===== src/rtl/dus_pkg.sv =====
package dus_pkg;
    typedef enum logic [1:0] {
        PH_IDLE   = 2'd0,
        PH_SETUP  = 2'd1,
        PH_STROBE = 2'd2,
        PH_HOLD   = 2'd3
    } phase_e;
endpackage


===== src/rtl/dus_req_queue.sv =====
module dus_req_queue #(
    parameter int W     = 10,
    parameter int DEPTH = 4
) (
    input  logic         clk,
    input  logic         rst_n,
    input  logic         push_a,
    input  logic [W-1:0] din_a,
    input  logic         push_b,
    input  logic [W-1:0] din_b,
    input  logic         pop,
    output logic [W-1:0] dout,
    output logic         empty
);
    localparam int AW = (DEPTH > 1) ? $clog2(DEPTH) : 1;
    localparam int CW = $clog2(DEPTH + 1);

    typedef struct packed {
        logic [AW-1:0] rd;
        logic [AW-1:0] wr;
        logic [CW-1:0] cnt;
    } qstate_t;

    qstate_t q, d;
    logic [W-1:0] mem [DEPTH];
    logic acc_a, acc_b;
    logic [AW-1:0] wa, wb;

    function automatic logic [AW-1:0] step(input logic [AW-1:0] p);
        return (int'(p) == DEPTH - 1) ? '0 : p + 1'b1;
    endfunction

    always_comb begin
        d     = q;
        acc_a = push_a && (int'(q.cnt) < DEPTH);
        acc_b = push_b && ((int'(q.cnt) + int'(acc_a)) < DEPTH);
        wa    = q.wr;
        wb    = acc_a ? step(q.wr) : q.wr;
        if (acc_b)      d.wr = step(wb);
        else if (acc_a) d.wr = wb;
        if (pop)        d.rd = step(q.rd);
        d.cnt = q.cnt + CW'(acc_a) + CW'(acc_b) - CW'(pop);
    end

    always_ff @(posedge clk or negedge rst_n) begin
        if (!rst_n) q <= '0;
        else        q <= d;
    end

    always_ff @(posedge clk) begin
        if (acc_a) mem[wa] <= din_a;
        if (acc_b) mem[wb] <= din_b;
    end

    assign dout  = mem[q.rd];
    assign empty = (q.cnt == '0);
endmodule


===== src/rtl/dus_phase_timer.sv =====
module dus_phase_timer #(
    parameter int CW = 8
) (
    input  logic          clk,
    input  logic          rst_n,
    input  logic          load,
    input  logic [CW-1:0] load_val,
    input  logic          stall,
    output logic          expired
);
    logic [CW-1:0] cnt_q, cnt_d;

    always_comb begin
        cnt_d = cnt_q;
        if (load)                        cnt_d = load_val;
        else if (!stall && cnt_q != '0)  cnt_d = cnt_q - 1'b1;
    end

    always_ff @(posedge clk or negedge rst_n) begin
        if (!rst_n) cnt_q <= '0;
        else        cnt_q <= cnt_d;
    end

    assign expired = (cnt_q == '0);
endmodule


===== src/rtl/dac_update_seq.sv =====
module dac_update_seq
    import dus_pkg::*;
#(
    parameter int NCH        = 4,
    parameter int DW         = 8,
    parameter int QDEPTH     = 4,
    parameter int SU_CYC     = 1,
    parameter int STROBE_CYC = 113,
    parameter int HOLD_CYC   = 7,
    localparam int CHW       = (NCH > 1) ? $clog2(NCH) : 1
) (
    input  logic           clk,
    input  logic           rst_n,
    input  logic           freeze,
    input  logic           wr_req,
    input  logic [CHW-1:0] wr_chan,
    input  logic [DW-1:0]  wr_data,
    input  logic           commit_req,
    output logic           busy,
    output logic           done,
    output logic [NCH-1:0] dirty,
    output logic [DW-1:0]  dbus,
    output logic [NCH-1:0] cs_n,
    output logic           wr1_n,
    output logic           wr2_n,
    output logic           xfer_n,
    output logic           ile
);
    localparam int EW   = 1 + CHW + DW;
    localparam int MAXA = (SU_CYC > HOLD_CYC) ? SU_CYC : HOLD_CYC;
    localparam int MAXC = (STROBE_CYC > MAXA) ? STROBE_CYC : MAXA;
    localparam int TW   = $clog2(MAXC + 1);

    typedef struct packed {
        phase_e         phase;
        logic           commit;
        logic [CHW-1:0] ch;
        logic [DW-1:0]  dbus;
        logic [NCH-1:0] cs_n;
        logic           wr1_n;
        logic           wr2_n;
        logic           xfer_n;
        logic           ile;
        logic [NCH-1:0] dirty;
        logic           done;
    } seq_t;

    seq_t q, d;

    logic [EW-1:0]  head;
    logic           q_empty;
    logic           pop;
    logic           t_load;
    logic [TW-1:0]  t_val;
    logic           t_exp;
    logic           head_commit;
    logic [CHW-1:0] head_ch;
    logic [DW-1:0]  head_data;

    dus_req_queue #(.W(EW), .DEPTH(QDEPTH)) u_queue (
        .clk    (clk),
        .rst_n  (rst_n),
        .push_a (wr_req),
        .din_a  ({1'b0, wr_chan, wr_data}),
        .push_b (commit_req),
        .din_b  ({1'b1, {CHW{1'b0}}, {DW{1'b0}}}),
        .pop    (pop),
        .dout   (head),
        .empty  (q_empty)
    );

    dus_phase_timer #(.CW(TW)) u_timer (
        .clk      (clk),
        .rst_n    (rst_n),
        .load     (t_load),
        .load_val (t_val),
        .stall    (freeze),
        .expired  (t_exp)
    );

    assign {head_commit, head_ch, head_data} = head;

    always_comb begin
        d      = q;
        d.done = 1'b0;
        d.ile  = !freeze;
        pop    = 1'b0;
        t_load = 1'b0;
        t_val  = '0;
        if (!freeze) begin
            unique case (q.phase)
                PH_IDLE: begin
                    if (!q_empty) begin
                        pop      = 1'b1;
                        t_load   = 1'b1;
                        t_val    = TW'(SU_CYC - 1);
                        d.phase  = PH_SETUP;
                        d.commit = head_commit;
                        d.ch     = head_ch;
                        if (head_commit) begin
                            d.cs_n   = '0;
                            d.xfer_n = 1'b0;
                        end else begin
                            d.dbus = head_data;
                            d.cs_n = ~(NCH'(1) << head_ch);
                        end
                    end
                end
                PH_SETUP: begin
                    if (t_exp) begin
                        t_load  = 1'b1;
                        t_val   = TW'(STROBE_CYC - 1);
                        d.phase = PH_STROBE;
                        if (q.commit) d.wr2_n = 1'b0;
                        else          d.wr1_n = 1'b0;
                    end
                end
                PH_STROBE: begin
                    if (t_exp) begin
                        t_load  = 1'b1;
                        t_val   = TW'(HOLD_CYC - 1);
                        d.phase = PH_HOLD;
                        d.wr1_n = 1'b1;
                        d.wr2_n = 1'b1;
                    end
                end
                PH_HOLD: begin
                    if (t_exp) begin
                        d.phase  = PH_IDLE;
                        d.cs_n   = '1;
                        d.xfer_n = 1'b1;
                        if (q.commit) begin
                            d.dirty = '0;
                            d.done  = 1'b1;
                        end else begin
                            d.dirty[q.ch] = 1'b1;
                        end
                    end
                end
                default: d.phase = PH_IDLE;
            endcase
        end
    end

    always_ff @(posedge clk or negedge rst_n) begin
        if (!rst_n) begin
            q        <= '0;
            q.phase  <= PH_IDLE;
            q.cs_n   <= '1;
            q.wr1_n  <= 1'b1;
            q.wr2_n  <= 1'b1;
            q.xfer_n <= 1'b1;
            q.ile    <= 1'b1;
        end else begin
            q <= d;
        end
    end

    assign busy   = (q.phase != PH_IDLE) || !q_empty;
    assign done   = q.done;
    assign dirty  = q.dirty;
    assign dbus   = q.dbus;
    assign cs_n   = q.cs_n;
    assign wr1_n  = q.wr1_n;
    assign wr2_n  = q.wr2_n;
    assign xfer_n = q.xfer_n;
    assign ile    = q.ile;
endmodule


===== config.mk =====
export PLATFORM = sky130hd
export DESIGN_NAME = dac_update_seq
export DESIGN_NICKNAME = d
export VERILOG_FILES = /design/src/rtl/dus_pkg.sv /design/src/rtl/dus_req_queue.sv /design/src/rtl/dus_phase_timer.sv /design/src/rtl/dac_update_seq.sv
export SDC_FILE = /design/constraint.sdc
export NUM_CORES = 1
export LEC_CHECK = 0
export CORE_AREA = 3 3 160 84
export CTS_BUF_LIST = sky130_fd_sc_hd__clkbuf_16
export DETAILED_ROUTE_END_ITERATION = 8
export DIE_AREA = 0 0 163 87
export GPL_ROUTABILITY_DRIVEN = 0
export GPL_TIMING_DRIVEN = 0
export PLACE_DENSITY_LB_ADDON = 0.2
export RECOVER_POWER = 25
export SYNTH_ARGS = -nofsm -noshare
export SYNTH_HDL_FRONTEND = slang
export SYNTH_HIERARCHICAL = 1
export SYNTH_SLANG_ARGS = --single-unit

===== constraint.sdc =====
create_clock -name clk -period 5.2 [get_ports clk]
set_input_delay 1.04 -clock clk [delete_from_list [all_inputs] [get_ports clk]]
set_output_delay 1.04 -clock clk [all_outputs]
set_load 0.01 [all_outputs]

==> impl_results.md <==
- Final slew viol count: 0
- Worst hold path type: reg -> reg
- Post-synth ARST share: 0.476
- Static Leakage: 2.54 nW
- Port buffer count: 36
- Initial Utilization: 0.406
- Global route total overflow: 0
- CTS Hold Bufs: 0
- Post-synth EDFFs: 44
- Share of layout cells above drive strength 1: 0.275
- Antenna violations before repair: 0
- DRC: 0
- Clock skew: 0.00741 ns
- Slew margin rel.: 0.0682
- Area grow syn2layout: 21.2%
- Syn Area/Cell: 13.8 sq um
- Rows: 28
- Max IR drop VDD: 0.191 mV
- Crit path required time: 5.17 ns
- Root buffer cell: clkbuf_16
- All-Layer GR Usage: 0.142
- DR vias: 2,897
- Reg2reg end: u_timer/cnt_q[0]
- CTS tree: yes
- CP Max Fanout: 11
- Crit path DAT: 3.49 ns
- Min-Delay Path Depth: 2
- Hold Violations, Final: 0
- DR WL/cell: 15.1 microns
- Vias in the first global route: 2,835
- Crit share post-route: 0.676
- Die width: 163 microns
- Reg2Reg Depth: 10
- Post-CTS Setup Bufs: 0
- Clock transition at the registers of the reported paths: 0.07 ns
- Sequential power share: 0.363
- Final min period: 3.52 ns
- Comb power frac: 0.437
- Initial DRT Pass Iterations: 6
- Setup violators final: 0
- RSZ-0062 raised after global routing: false
- First-pass GRT wire length: 15,200 microns
- Fmax: 284 MHz
- PwrDens: 544 nW/um^2
- Synthesized area: 4830 sq um
- H-Tree Depth: 3
- Post-cts gate resize count: 0
- Clk_lat worst skew: 0.34 ns
- Synthesized instance count: 350
- Top FF cell, synth: edfxtp_1
- Die Ht: 87 microns
- Post-detail-place hpwl: 6460 microns
- Core area: 11,900 sq um
- Part of the power in the clock network: 0.200
- Net switching power figure: 0.00113 W
- # fillers: 1,069
- I/O pin count: 37
- Worst R2R Start: u_timer/cnt_q[0]
- Clk sinks: 84
- TritonCTS buffer count: 9
- #FFs+latches synth: 84
- DR iter-0 viols: 142
- Setup_tns: 0 ns
- FF-to-FF setup slack: 2.13 ns
- Die ar.: 14,200 sq um
- Final antenna diode count: 0
- CP Capture Type: register
- Final nets: 482
- Sequential area share after synthesis: 0.482
- Largest net degree at the start of global routing: 23
- Hold path endpoint: cs_n[3]
- Clock Path Buffers: 2
- Top cells by area, synth: edfxtp_1 (27%), dfrtp_1 (17%), mux2_4 (14%)
- Net Sw Frac: 0.353
- Max Cap Violations: 0
- Hold path start: cs_n[3]
- Via/cell ratio: 4.70
- Worst setup SP type: input pin
- Final Core Density: 0.492
- Syn. warnings: 6
- Yosys cell types: 59
- Pint: 0.00206 W
- Worst Setup Path Type: in -> reg
- Outcome: finished clean
- Yosys top cell area share: 0.273
- Remaining antenna violation count: 0
- Detailed Route WL: 9280 microns
- Synth area leader: edfxtp_1
- Slew @ Worst Pin: 1.40 ns
[per-layer routing]
metal | global-route usage | share of wire | vias to the layer above
met4 | 0.0414 | 0.012 | 0
met3 | 0.0375 | 0.037 | 8
met1 | 0.190 | 0.48 | 1405
li1 | - | - | 1440
met2 | 0.230 | 0.47 | 44
met5 | 0 | 0 | -
[power groups by stage]
stage	clock (W)	combinational [W]	sequential, W
after floorplan	0	0.00106	0.00111
after global placement	0	0.00140	0.00117
after detailed placement	0	0.00142	0.00117
after CTS	0.000662	0.00143	0.00116
after global routing	0.000689	0.00154	0.00119
final	0.000637	0.00139	0.00116
[area by class of cell]
| class | instances | area (sq um) | share of cell area |
|---|---|---|---|
| Buffer | 27 | 201 | 0.0344 |
| Clock buffer | 9 | 225 | 0.0384 |
| Clock inverter | 7 | 75.1 | 0.0128 |
| Inverter | 22 | 82.6 | 0.0141 |
| Multi-Input combinational cell | 265 | 2380 | 0.406 |
| Sequential cell | 84 | 2330 | 0.398 |
| Tap cell | 165 | 206 | 0.0352 |
| Timing Repair Buffer | 37 | 358 | 0.0610 |
[kinds of logic after synthesis]
family | after synthesis | synth area share
AOI/OAI and AO/OA | 46 | 0.0763
muxes | 73 | 0.229
adders and majority gates | 21 | 0.0559
buffers and inverters | 49 | 0.0587
and+or+nand+nor | 73 | 0.0927
DFF | 84 | 0.482
other | 2 | 0.00155
xor gates and xnor gates | 2 | 0.00362
[how the worst max path moves through the flow]
stage	from	slack [ns]	endpoint
3_5_place_dp	wr_req	1.28	u_queue/mem[3][6]
2_1_floorplan	wr_req	2.42	u_queue/mem[3][0]
3_3_place_gp	wr_req	1.31	u_queue/mem[3][6]
6_report	wr_req	1.68	u_queue/mem[3][8]
4_1_cts	wr_req	1.66	u_queue/mem[3][8]
5_1_grt	wr_req	1.44	u_queue/mem[3][1]
[worst max-delay path: stages]
cell	delay, ns
clkdlybuf4s50_1	0.57
and2b_1	0.26
inv_1	0.14
nor3_1	0.30
a21o_1	0.15
ha_1	0.26
nand3_4	0.12
buf_6	0.19
nand2_1	0.47
[stage by stage]
stage               area (sq um)  setup slack, ns  hold slack [ns]  total power, W  cells
finish                      5860             1.68            0.470         0.00319    616
global route                5860             1.44            0.497         0.00342    616
CTS                         5900             1.66            0.477         0.00325    616
detailed placement          5600             1.28            0.464         0.00259    600
global placement            5580             1.31            0.460         0.00257    599
floorplan                   5010             2.42            0.445         0.00217    398
[registers in the layout, summed over array words and instances (netlist names), 2 cells and up]
register       count
cs_n               4
u_queue/mem       44
q                  5
u_timer/cnt_q      7
u_queue/q          5
u_queue/wa         2
dbus               8
dirty              4
[synth_stat cells (2+ instances only)]
cell type	instances
and2_1	3
nor3_1	7
nor2_1	15
mux4_2	11
nor2b_1	4
a21oi_1	9
nand3_4	4
buf_4	16
inv_1	22
a31oi_1	4
a41oi_1	5
nand2b_1	5
clkbuf_1	3
mux2_4	44
a21o_1	2
a211o_1	3
dfrtp_1	32
edfxtp_1	44
and3_1	8
mux2_2	14
mux2i_1	4
ha_1	20
dfstp_2	8
or3_1	2
conb_1	2
buf_6	5
nand2_1	16
o21bai_1	4
a32o_1	2
buf_2	2
o31ai_1	2
[placed cells by master (no fill, tap or decap), types with 3 or more instances in the layout]
| master | netlist | layout |
|---|---|---|
| clkbuf_16 | 0 | 9 |
| a211o_1 | 3 | 3 |
| nor2b_1 | 4 | 4 |
| and3_1 | 8 | 8 |
| clkbuf_1 | 3 | 5 |
| a41oi_1 | 5 | 5 |
| dfrtp_1 | 32 | 32 |
| conb_1 | 2 | 50 |
| dfstp_2 | 8 | 8 |
| ha_1 | 20 | 20 |
| a31oi_1 | 4 | 4 |
| o21bai_1 | 4 | 4 |
| buf_4 | 16 | 16 |
| nand2_1 | 16 | 16 |
| buf_6 | 5 | 5 |
| nand3_4 | 4 | 4 |
| mux2_2 | 14 | 14 |
| edfxtp_1 | 44 | 44 |
| clkdlybuf4s50_1 | 0 | 33 |
| nand2b_1 | 5 | 5 |
| mux4_2 | 11 | 11 |
| inv_8 | 0 | 3 |
| inv_1 | 22 | 22 |
| a21oi_1 | 9 | 9 |
| nor3_1 | 7 | 8 |
| mux2i_1 | 4 | 4 |
| nor2_1 | 15 | 15 |
| mux2_4 | 44 | 44 |
Note: power is estimated with default switching activity, not from simulation.
